$ cat config.mk
export PLATFORM = sky130hd
export DESIGN_NAME = enc_lin_corrector
export DESIGN_NICKNAME = d
export VERILOG_FILES = /design/src/rtl/enc_lin_pkg.sv /design/src/rtl/enc_lin_table.sv /design/src/rtl/enc_lin_interp.sv /design/src/rtl/enc_lin_corrector.sv
export SDC_FILE = /design/constraint.sdc
export NUM_CORES = 2
export LEC_CHECK = 0
export ABC_AREA = 1
export BUFFER_PORTS_ARGS = -buffer_cell sky130_fd_sc_hd__buf_2
export CAP_MARGIN = 20
export CELL_PAD_IN_SITES_DETAIL_PLACEMENT = 0
export CELL_PAD_IN_SITES_GLOBAL_PLACEMENT = 2
export CORE_UTILIZATION = 39
export DETAILED_ROUTE_END_ITERATION = 7
export PLACE_DENSITY_LB_ADDON = 0.1
export SLEW_MARGIN = 0
export SYNTH_ARGS = -nofsm -noshare
export SYNTH_HDL_FRONTEND = slang
export SYNTH_SLANG_ARGS = --single-unit
$ cat constraint.sdc
create_clock -name clk_i -period 10.7 [get_ports clk_i]
set_clock_uncertainty 0.2 [all_clocks]
set_input_delay 2.14 -clock clk_i [delete_from_list [all_inputs] [get_ports clk_i]]
set_output_delay 2.14 -clock clk_i [all_outputs]
set_load 0.01 [all_outputs]
$ cat src/rtl/enc_lin_pkg.sv
package enc_lin_pkg;
  localparam int unsigned ANGLE_W_DEF = 16;
  localparam int unsigned IDX_W_DEF   = 6;
  localparam int unsigned COEF_W_DEF  = 16;
endpackage

$ cat src/rtl/enc_lin_table.sv
module enc_lin_table #(
  parameter int unsigned IDX_W  = enc_lin_pkg::IDX_W_DEF,
  parameter int unsigned COEF_W = enc_lin_pkg::COEF_W_DEF
) (
  input  logic                     clk_i,
  input  logic                     rst_ni,
  input  logic                     wr_en_i,
  input  logic [IDX_W-1:0]         wr_addr_i,
  input  logic signed [COEF_W-1:0] wr_data_i,
  input  logic [IDX_W-1:0]         rd_idx_i,
  output logic signed [COEF_W-1:0] rd_lo_o,
  output logic signed [COEF_W-1:0] rd_hi_o,
  output logic                     active_o
);
  localparam int unsigned ENTRIES = 1 << IDX_W;

  logic signed [COEF_W-1:0] tbl_q [ENTRIES];
  logic [ENTRIES-1:0]       nz_next;
  logic                     active_q;
  logic [IDX_W-1:0]         idx_hi;

  // non-zero map of the table as it will be after this cycle's write
  for (genvar g = 0; g < ENTRIES; g++) begin : g_nz
    assign nz_next[g] = (wr_en_i && (wr_addr_i == IDX_W'(g))) ? (wr_data_i != '0)
                                                               : (tbl_q[g] != '0);
  end

  always_ff @(posedge clk_i or negedge rst_ni) begin
    if (!rst_ni) begin
      for (int k = 0; k < ENTRIES; k++) tbl_q[k] <= '0;
      active_q <= 1'b0;
    end else if (wr_en_i) begin
      tbl_q[wr_addr_i] <= wr_data_i;
      active_q         <= |nz_next;
    end
  end

  // modulo-ENTRIES neighbour: last segment wraps to entry 0
  assign idx_hi   = rd_idx_i + IDX_W'(1);
  assign rd_lo_o  = tbl_q[rd_idx_i];
  assign rd_hi_o  = tbl_q[idx_hi];
  assign active_o = active_q;

  assert_write_R1: assert property (@(posedge clk_i) disable iff (!rst_ni)
    wr_en_i |=> (tbl_q[$past(wr_addr_i)] == $past(wr_data_i)));

  assert_active_set_R4: assert property (@(posedge clk_i) disable iff (!rst_ni)
    (wr_en_i && (wr_data_i != '0)) |=> active_o);
endmodule

$ cat src/rtl/enc_lin_interp.sv
module enc_lin_interp #(
  parameter int unsigned COEF_W = enc_lin_pkg::COEF_W_DEF,
  parameter int unsigned FRAC_W = 10
) (
  input  logic signed [COEF_W-1:0] c_lo_i,
  input  logic signed [COEF_W-1:0] c_hi_i,
  input  logic [FRAC_W-1:0]        frac_i,
  output logic signed [COEF_W-1:0] bias_o
);
  localparam int unsigned PW = COEF_W + FRAC_W + 2;

  logic signed [COEF_W:0]   diff;
  logic signed [FRAC_W:0]   frac_s;
  logic signed [PW-1:0]     prod;
  logic signed [PW-1:0]     step;
  logic signed [PW-1:0]     sum;

  assign diff   = {c_hi_i[COEF_W-1], c_hi_i} - {c_lo_i[COEF_W-1], c_lo_i};
  assign frac_s = {1'b0, frac_i};
  assign prod   = PW'(diff) * PW'(frac_s);
  assign step   = prod >>> FRAC_W;  // floor division
  assign sum    = step + PW'(c_lo_i);
  // result lies between the two entries, so it fits COEF_W
  assign bias_o = COEF_W'(sum);
endmodule

$ cat src/rtl/enc_lin_corrector.sv
module enc_lin_corrector #(
  parameter int unsigned ANGLE_W = enc_lin_pkg::ANGLE_W_DEF,
  parameter int unsigned IDX_W   = enc_lin_pkg::IDX_W_DEF,
  parameter int unsigned COEF_W  = enc_lin_pkg::COEF_W_DEF
) (
  input  logic               clk_i,
  input  logic               rst_ni,
  input  logic               wr_en_i,
  input  logic [IDX_W-1:0]   wr_addr_i,
  input  logic [COEF_W-1:0]  wr_data_i,
  input  logic               in_valid_i,
  input  logic [ANGLE_W-1:0] in_angle_i,
  output logic               out_valid_o,
  output logic [ANGLE_W-1:0] out_angle_o
);
  localparam int unsigned FRAC_W = ANGLE_W - IDX_W;

  logic [IDX_W-1:0]         seg_idx;
  logic [FRAC_W-1:0]        seg_frac;
  logic signed [COEF_W-1:0] c_lo, c_hi, bias;
  logic                     lin_active;
  logic [ANGLE_W-1:0]       corr_angle;
  logic                     out_valid_q;
  logic [ANGLE_W-1:0]       out_angle_q;

  assign seg_idx  = in_angle_i[ANGLE_W-1 -: IDX_W];
  assign seg_frac = in_angle_i[FRAC_W-1:0];

  enc_lin_table #(.IDX_W(IDX_W), .COEF_W(COEF_W)) u_table (
    .clk_i    (clk_i),
    .rst_ni   (rst_ni),
    .wr_en_i  (wr_en_i),
    .wr_addr_i(wr_addr_i),
    .wr_data_i(wr_data_i),
    .rd_idx_i (seg_idx),
    .rd_lo_o  (c_lo),
    .rd_hi_o  (c_hi),
    .active_o (lin_active)
  );

  enc_lin_interp #(.COEF_W(COEF_W), .FRAC_W(FRAC_W)) u_interp (
    .c_lo_i(c_lo),
    .c_hi_i(c_hi),
    .frac_i(seg_frac),
    .bias_o(bias)
  );

  // modulo-turn add, bias sign-extended to angle width
  assign corr_angle = lin_active ? (in_angle_i + ANGLE_W'(bias)) : in_angle_i;

  always_ff @(posedge clk_i or negedge rst_ni) begin
    if (!rst_ni) begin
      out_valid_q <= 1'b0;
      out_angle_q <= '0;
    end else begin
      out_valid_q <= in_valid_i;
      if (in_valid_i) out_angle_q <= corr_angle;
    end
  end

  assign out_valid_o = out_valid_q;
  assign out_angle_o = out_angle_q;

  assert_valid_rise_R9: assert property (@(posedge clk_i) disable iff (!rst_ni)
    in_valid_i |=> out_valid_o);

  assert_valid_drop_R9: assert property (@(posedge clk_i) disable iff (!rst_ni)
    !in_valid_i |=> !out_valid_o);

  assert_hold_R9: assert property (@(posedge clk_i) disable iff (!rst_ni)
    !in_valid_i |=> $stable(out_angle_o));

  assert_passthrough_R3: assert property (@(posedge clk_i) disable iff (!rst_ni)
    (in_valid_i && !lin_active) |=> (out_angle_o == $past(in_angle_i)));

  assert_bias_bounds_R6: assert property (@(posedge clk_i) disable iff (!rst_ni)
    in_valid_i |-> (((bias >= c_lo) || (bias >= c_hi)) && ((bias <= c_lo) || (bias <= c_hi))));
endmodule

* After elaboration in Yosys (flattened, before gate mapping)
Index checks and enable logic that the tools add are counted.
** Storage, ports and cells
- Register bits :: 1042
- Memory bits (writable) :: 0
- Bits in read-only memories :: 0
- Memories kept :: 0
- Bits in latches :: 0
- Output and inout port bits :: 17
** Cells by class
- Shift operators :: 0
- Equal/unequal tests :: 63
- Magnitude comparators :: 4
- $add $sub $neg :: 4
- Divide/modulo/power cells :: 0
- Mux-type cells :: 74
- Reductions and logical operators :: 132
- Bitwise operators :: 3
- Multipliers :: 1
** Operator list (number)
- 16-bit nonzero test :: 65
- 1024-bit bitwise mux :: 1
- 16-bit binary-select mux with 6-bit select :: 2
- 6-bit == test, second input constant :: 32
- 16-bit demux with 6-bit select :: 1
- 6-bit by 5-bit == test with 1-bit output, second input constant :: 16
- 16-bit two-way mux :: 6
- 1-bit logical AND :: 65
- 1-bit two-way mux :: 64
- 64-bit OR reduction :: 1
- 6-bit by 4-bit == test with 1-bit output, second input constant :: 8
- 16-bit adder :: 2
- 17-bit by 11-bit multiplier with 26-bit output :: 1
- 6-bit by 3-bit == test with 1-bit output, second input constant :: 4
- 7-bit >= comparator, second input constant :: 3
- 6-bit NOT with 7-bit output :: 3
- 16-bit by 16-bit subtractor with 17-bit output :: 1
- 6-bit by 2-bit == test with 1-bit output, second input constant :: 2
- 7-bit by 1-bit less-than comparator with 1-bit output, second input constant :: 1
- 6-bit by 1-bit adder with 6-bit output, second input constant :: 1
- 6-bit by 1-bit == test with 1-bit output, second input constant :: 1
- 6-bit logical NOT :: 1

* Longest topological paths before layout
- Depth in word-level cells :: 10
- Depth in mapped cells :: 63
- Gate-level depth less buffers :: 60

* Modules after synthesis
A second synthesis with hierarchy kept.
** Unflattened totals
- Cell total of the unflattened synthesis :: 9955
- Area total of the unflattened synthesis :: 69352.8 um^2
** Modules (own cells, without submodules)
- enc_lin_table :: area each 60181.5 um^2, seq. area each 25649.6 um^2, cells an instance 8686, times used 1
- enc_lin_interp :: area each 7413.4 um^2, seq. area each 0.0 um^2, cells an instance 989, times used 1
- enc_lin_corrector :: area each 1757.9 um^2, seq. area each 425.4 um^2, cells an instance 280, times used 1

* Worst setup path before layout
Ideal clock, no wire load.
- Path kind :: input-to-reg
- From :: input in_angle_i[10]
- To :: register out_angle_q[15] (netlist: out_angle_o[15])
- Setup slack :: -0.732 ns
- Stages :: 62
- Data arrival time :: 11.115 ns
- Path through :: ha_1 > clkbuf_1 > inv_1 > buf_2 > buf_2 > clkbuf_1 > o21ai_0 > o211ai_1 > nand3_1 > nand3_1 > nand3_1 > nand2_1 > inv_1 > ha_1 > fa_1 > inv_1 > nand2_1 > nand2_1 > [26 not listed] > nand2_1 > nand2_1 > xor2_1 > fa_1 > inv_1 > ha_1 > nand2_1 > nor2_1 > a21bo_2 > nand3_1 > a31oi_1 > inv_1 > nand3_1 > nand2_1 > nand2_1 > nand3_1 > nand2_1 > nand2_1
** On the way
- Longest elaborated chain between the ends :: 10
- Elaborated cells between the ends (all ways) :: 14
- Classes of those cells :: 4 x add/sub; 1 x mul; 7 x mux; 2 x bitwise
** Ends and longest elaborated chain
- start: declaration :: RTL line enc_lin_corrector.sv:12 : input logic [ANGLE_W-1:0] in_angle_i,
- 6-bit by 1-bit adder with 6-bit output :: RTL line enc_lin_table.sv:39 : assign idx_hi = rd_idx_i + IDX_W'(1);
- 6-bit NOT with 7-bit output (not written as such) :: RTL line enc_lin_table.sv:41 : assign rd_hi_o = tbl_q[idx_hi];
- 16-bit binary-select mux with 6-bit select :: RTL line enc_lin_table.sv:41
- 16-bit two-way mux (not written as such) (2 in series) :: RTL line enc_lin_table.sv:41
- 16-bit by 16-bit subtractor with 17-bit output :: RTL line enc_lin_interp.sv:18 : assign diff = {c_hi_i[COEF_W-1], c_hi_i} - {c_lo_i[COEF_W-1], c_lo_i};
- 17-bit by 11-bit multiplier with 26-bit output :: RTL line enc_lin_interp.sv:20 : assign prod = PW'(diff) * PW'(frac_s);
- 16-bit adder :: RTL line enc_lin_interp.sv:22 : assign sum = step + PW'(c_lo_i);
- 16-bit adder (*) :: RTL line enc_lin_corrector.sv:49 : assign corr_angle = lin_active ? (in_angle_i + ANGLE_W'(bias)) : in_angle_i;
- 16-bit two-way mux (*) :: RTL line enc_lin_corrector.sv:49
- end signal: assignment :: RTL line enc_lin_corrector.sv:57 : if (in_valid_i) out_angle_q <= corr_angle;
- end: declaration :: RTL line enc_lin_corrector.sv:24 : logic [ANGLE_W-1:0] out_angle_q;
Mark *: on every way between the ends. The rest lies on a longest branch, timed or not. The select of a mux whose other input is x is not followed.
A chain may end at the register's enable or synchronous reset.

* Worst setup path in the final report
- From :: input in_angle_i[11]
- To :: register out_angle_q[15] (netlist: out_angle_o[15])
The elaborated chain is that of the path after synthesis.

==> results.json <==
{
  "status": "finished, violations left",
  "failed_checks": "setup timing",
  "timing_worst_setup_path_type": "input pin to register",
  "synth_adder_area_share_pct": 6.51,
  "timing.rr.start": "u_table.tbl_q[1018]",
  "syn_area_per_cell_um2": 7.47,
  "remaining_drc_errors": 0,
  "die-area_um2": 171000,
  "syn-cell-area_um2": 66000,
  "yosys.area_share.xor_xnor_pct": 0.567,
  "filler_free_cell_count_of_the_finished_design": 11500,
  "setup_repair_after_global_routing_missed_its_margin": "true",
  "io_pins": 59,
  "synthMostInstantiatedCell": "sky130_fd_sc_hd__o21ai_0",
  "synthDominantCellAreaShare_pct": 39.5,
  "seq_area_frac_synth_pct": 39.5,
  "cts_num_sinks": 1042,
  "synth.area.top_cells": "sky130_fd_sc_hd__dfrtp_1 40%, sky130_fd_sc_hd__o21ai_0 13%, sky130_fd_sc_hd__nand2_1 9.1%",
  "min_to": "out_angle_o[7]",
  "drive_gt1_share_pct": 18.4,
  "worstReg2RegEnd": "out_angle_o[15]",
  "synth_area_leader_cell": "sky130_fd_sc_hd__dfrtp_1",
  "timing.final.ws_setup_ns": -0.560,
  "initial_core_util_pct": 39.4,
  "origin_of_the_worst_min_delay_path": "out_angle_o[7]",
  "worstSetupStartpointType": "input pin",
  "hold_violations": 0,
  "tightest_slew_ns": 1.21,
  "synth_top_family_by_area": "compound AO/OA/AOI/OAI gates",
  "synth_cells": 8838,
  "synth_top_flop_cell": "sky130_fd_sc_hd__dfrtp_1",
  "clkTransAtPathRegs_ns": 0.05,
  "reg2regPathDepth": 52,
  "ys_top_cells_by_count": "1775 x sky130_fd_sc_hd__o21ai_0, 1606 x sky130_fd_sc_hd__nand2_1, 1042 x sky130_fd_sc_hd__dfrtp_1",
  "hold_buffers": 0,
  "final.fill_count": 16500,
  "critical_path.most_common_cell": "sky130_fd_sc_hd__nand2_1",
  "synth_simple_gate_area_share_pct": 18.4,
  "globalRoute.totalOverflow": 0,
  "synth-seq-cells": 1042,
  "wl_per_cell_um": 30.7,
  "hpwl_mm": 254,
  "floorplan.die.width_um": 413,
  "vias_in_the_first_global_route": 63800,
  "crit_path_end_kind": "register",
  "cts.htree.levels": 4,
  "drtAntennaViolNets": 0,
  "placement_rows": 150,
  "clkLatencyLatePin_ns": 0.82,
  "dr.first_iter.drc_count": 10300,
  "cts-buffers-inserted": 134,
  "dp.cells": 11200,
  "hold_path_class": "register to register",
  "synth_compound_gate_area_share_pct": 25.1,
  "clk_root_buffer_cell": "sky130_fd_sc_hd__clkbuf_16",
  "grt_first_pass_wirelength_mm": 491,
  "antenna_found_initial": 21,
  "synth.yosys.warnings": 0,
  "area_added_between_synthesis_and_finish_pct": 25.7,
  "finalMaxSlewViolations": 0,
  "fin_crit_sh_pct": 105,
  "die_span_in_y_um": 413,
  "tritoncts": "yes",
  "report.final.setup_viol": 10,
  "dr_total_vias": 70300,
  "synthDistinctLibCells": 54,
  "gpl.final_weighted_congestion": 1.06,
  "place_area_um2": 73800,
  "count_of_flip_flops_with_a_built_in_enable_after_synthesis": 0,
  "rrSetupSlack_ns": 0.83,
  "data_arrival_at_the_endpoint_of_the_critical_path_ns": 11.73,
  "critical-path-slowest-cell": "sky130_fd_sc_hd__fa_1",
  "maximum_number_of_pins_on_one_net_before_global_route_repair": 133,
  "max_slew_margin_pct": 19.5,
  "async_reset_ff_share_pct": 100,
  "drt-total-wl_mm": 354,
  "finalCriticalPeriod_ns": 11.26,
  "worst-path-max-fanout": 8,
  "core_area_um2": 168000,
  "finish.instance_area_um2": 83000,
  "design.final.nets": 9506,
  "max_clock_freq_ghz": 0.0888,
  "grt_usage_pct": 40.5,
  "timing.max_cap.violations": 0,
  "port-buffer-count": 58,
  "synth.area.mux_share_pct": 0,
  "drt_pass1_iterations": 6,
  "worstHoldPathCells": 2,
  "ctsLongestPathBuffers": 3,
  "worst_path_largest_cell_delay_ns": 0.54,
  "critical_path_required_ns": 11.17,
  "viasPerCell": 6.10,
  "place_ws_ns": -2.43,
  "syn_nets": 9127
}
[what timing repair did]
item,4_1_cts,5_1_grt
setup buffers,51,44
cloned,15,7
resized for setup,406,279
pin swaps,109,141
endpoints found under the setup margin,15,14
[metrics by stage]
stage / hold slack (ns) / setup TNS (ns) / utilization (%)
detailed placement: 0.260 / -27.45 / 44.0
global placement: 0.259 / -30.19 / 44.0
CTS: 0.268 / -1.93 / 48.5
floorplan: 0.253 / -0.391 / -
global route: 0.279 / -6.75 / 49.5
finish: 0.266 / -3.57 / 49.5
[kinds of logic after synthesis]
family          after synthesis
xor+xnor                     41
compound gates             3050
fa+ha+maj                   247
simple gates               2785
buf+inv                    1673
flops                      1042
[critical path: cells and delay by family]
family          cells  cell delay [ns]
simple gates       23             2.46
xor+xnor            2             0.33
fa+ha+maj          10             4.34
buf+inv            11             1.14
compound gates     10             1.25
[worst max path at each step]
stage,startpoint,cells after the start,to
final,in_angle_i[11],56,out_angle_o[15]
after global routing,in_angle_i[11],56,out_angle_o[15]
after CTS,in_angle_i[10],55,out_angle_o[15]
after detailed placement,in_angle_i[10],48,out_angle_o[13]
after global placement,in_angle_i[11],50,out_angle_o[13]
after floorplan,in_angle_i[10],52,out_angle_o[15]
[per-layer routing]
| layer | track usage [%] | part of all wire (%) |
|---|---|---|
| met1 | 55.7 | 41 |
| met2 | 58.9 | 42 |
| met3 | 10.8 | 11 |
| met4 | 18.7 | 5.2 |
| met5 | 0 | 0.019 |
[state kept, by name, indices dropped and copies added, names as in the netlist]
signal	cells
out_valid_o	1
u_table.active_o	1
out_angle_o	16
u_table.tbl_q	1024
[cell type report]
cell class                      count  area [um^2]  area share [%]
Antenna cell                        5         12.5          0.0151
Clock buffer                      190         3900            4.70
Clock inverter                     50          713           0.859
Inverter                          940         3580            4.31
Multi-Input combinational cell   6123        36300            43.8
Sequential cell                  1042        26100            31.4
Tap cell                         2204         2760            3.32
Timing Repair Buffer              976         9610            11.6
[cells in the final DEF, fill, tap and decap left out, drive strengths merged, types with 161 or more instances in the layout]
cell / count
inv: 938
buf: 956
fa: 161
nand3: 609
nor2: 231
clkbuf: 198
dfrtp: 1042
o21ai: 1783
nand2: 1609
a21oi: 874
o2111ai: 209
nor4: 164
Power is not shown: default switching activity piles up to over one toggle a cycle in this logic, so the estimate is an artifact.
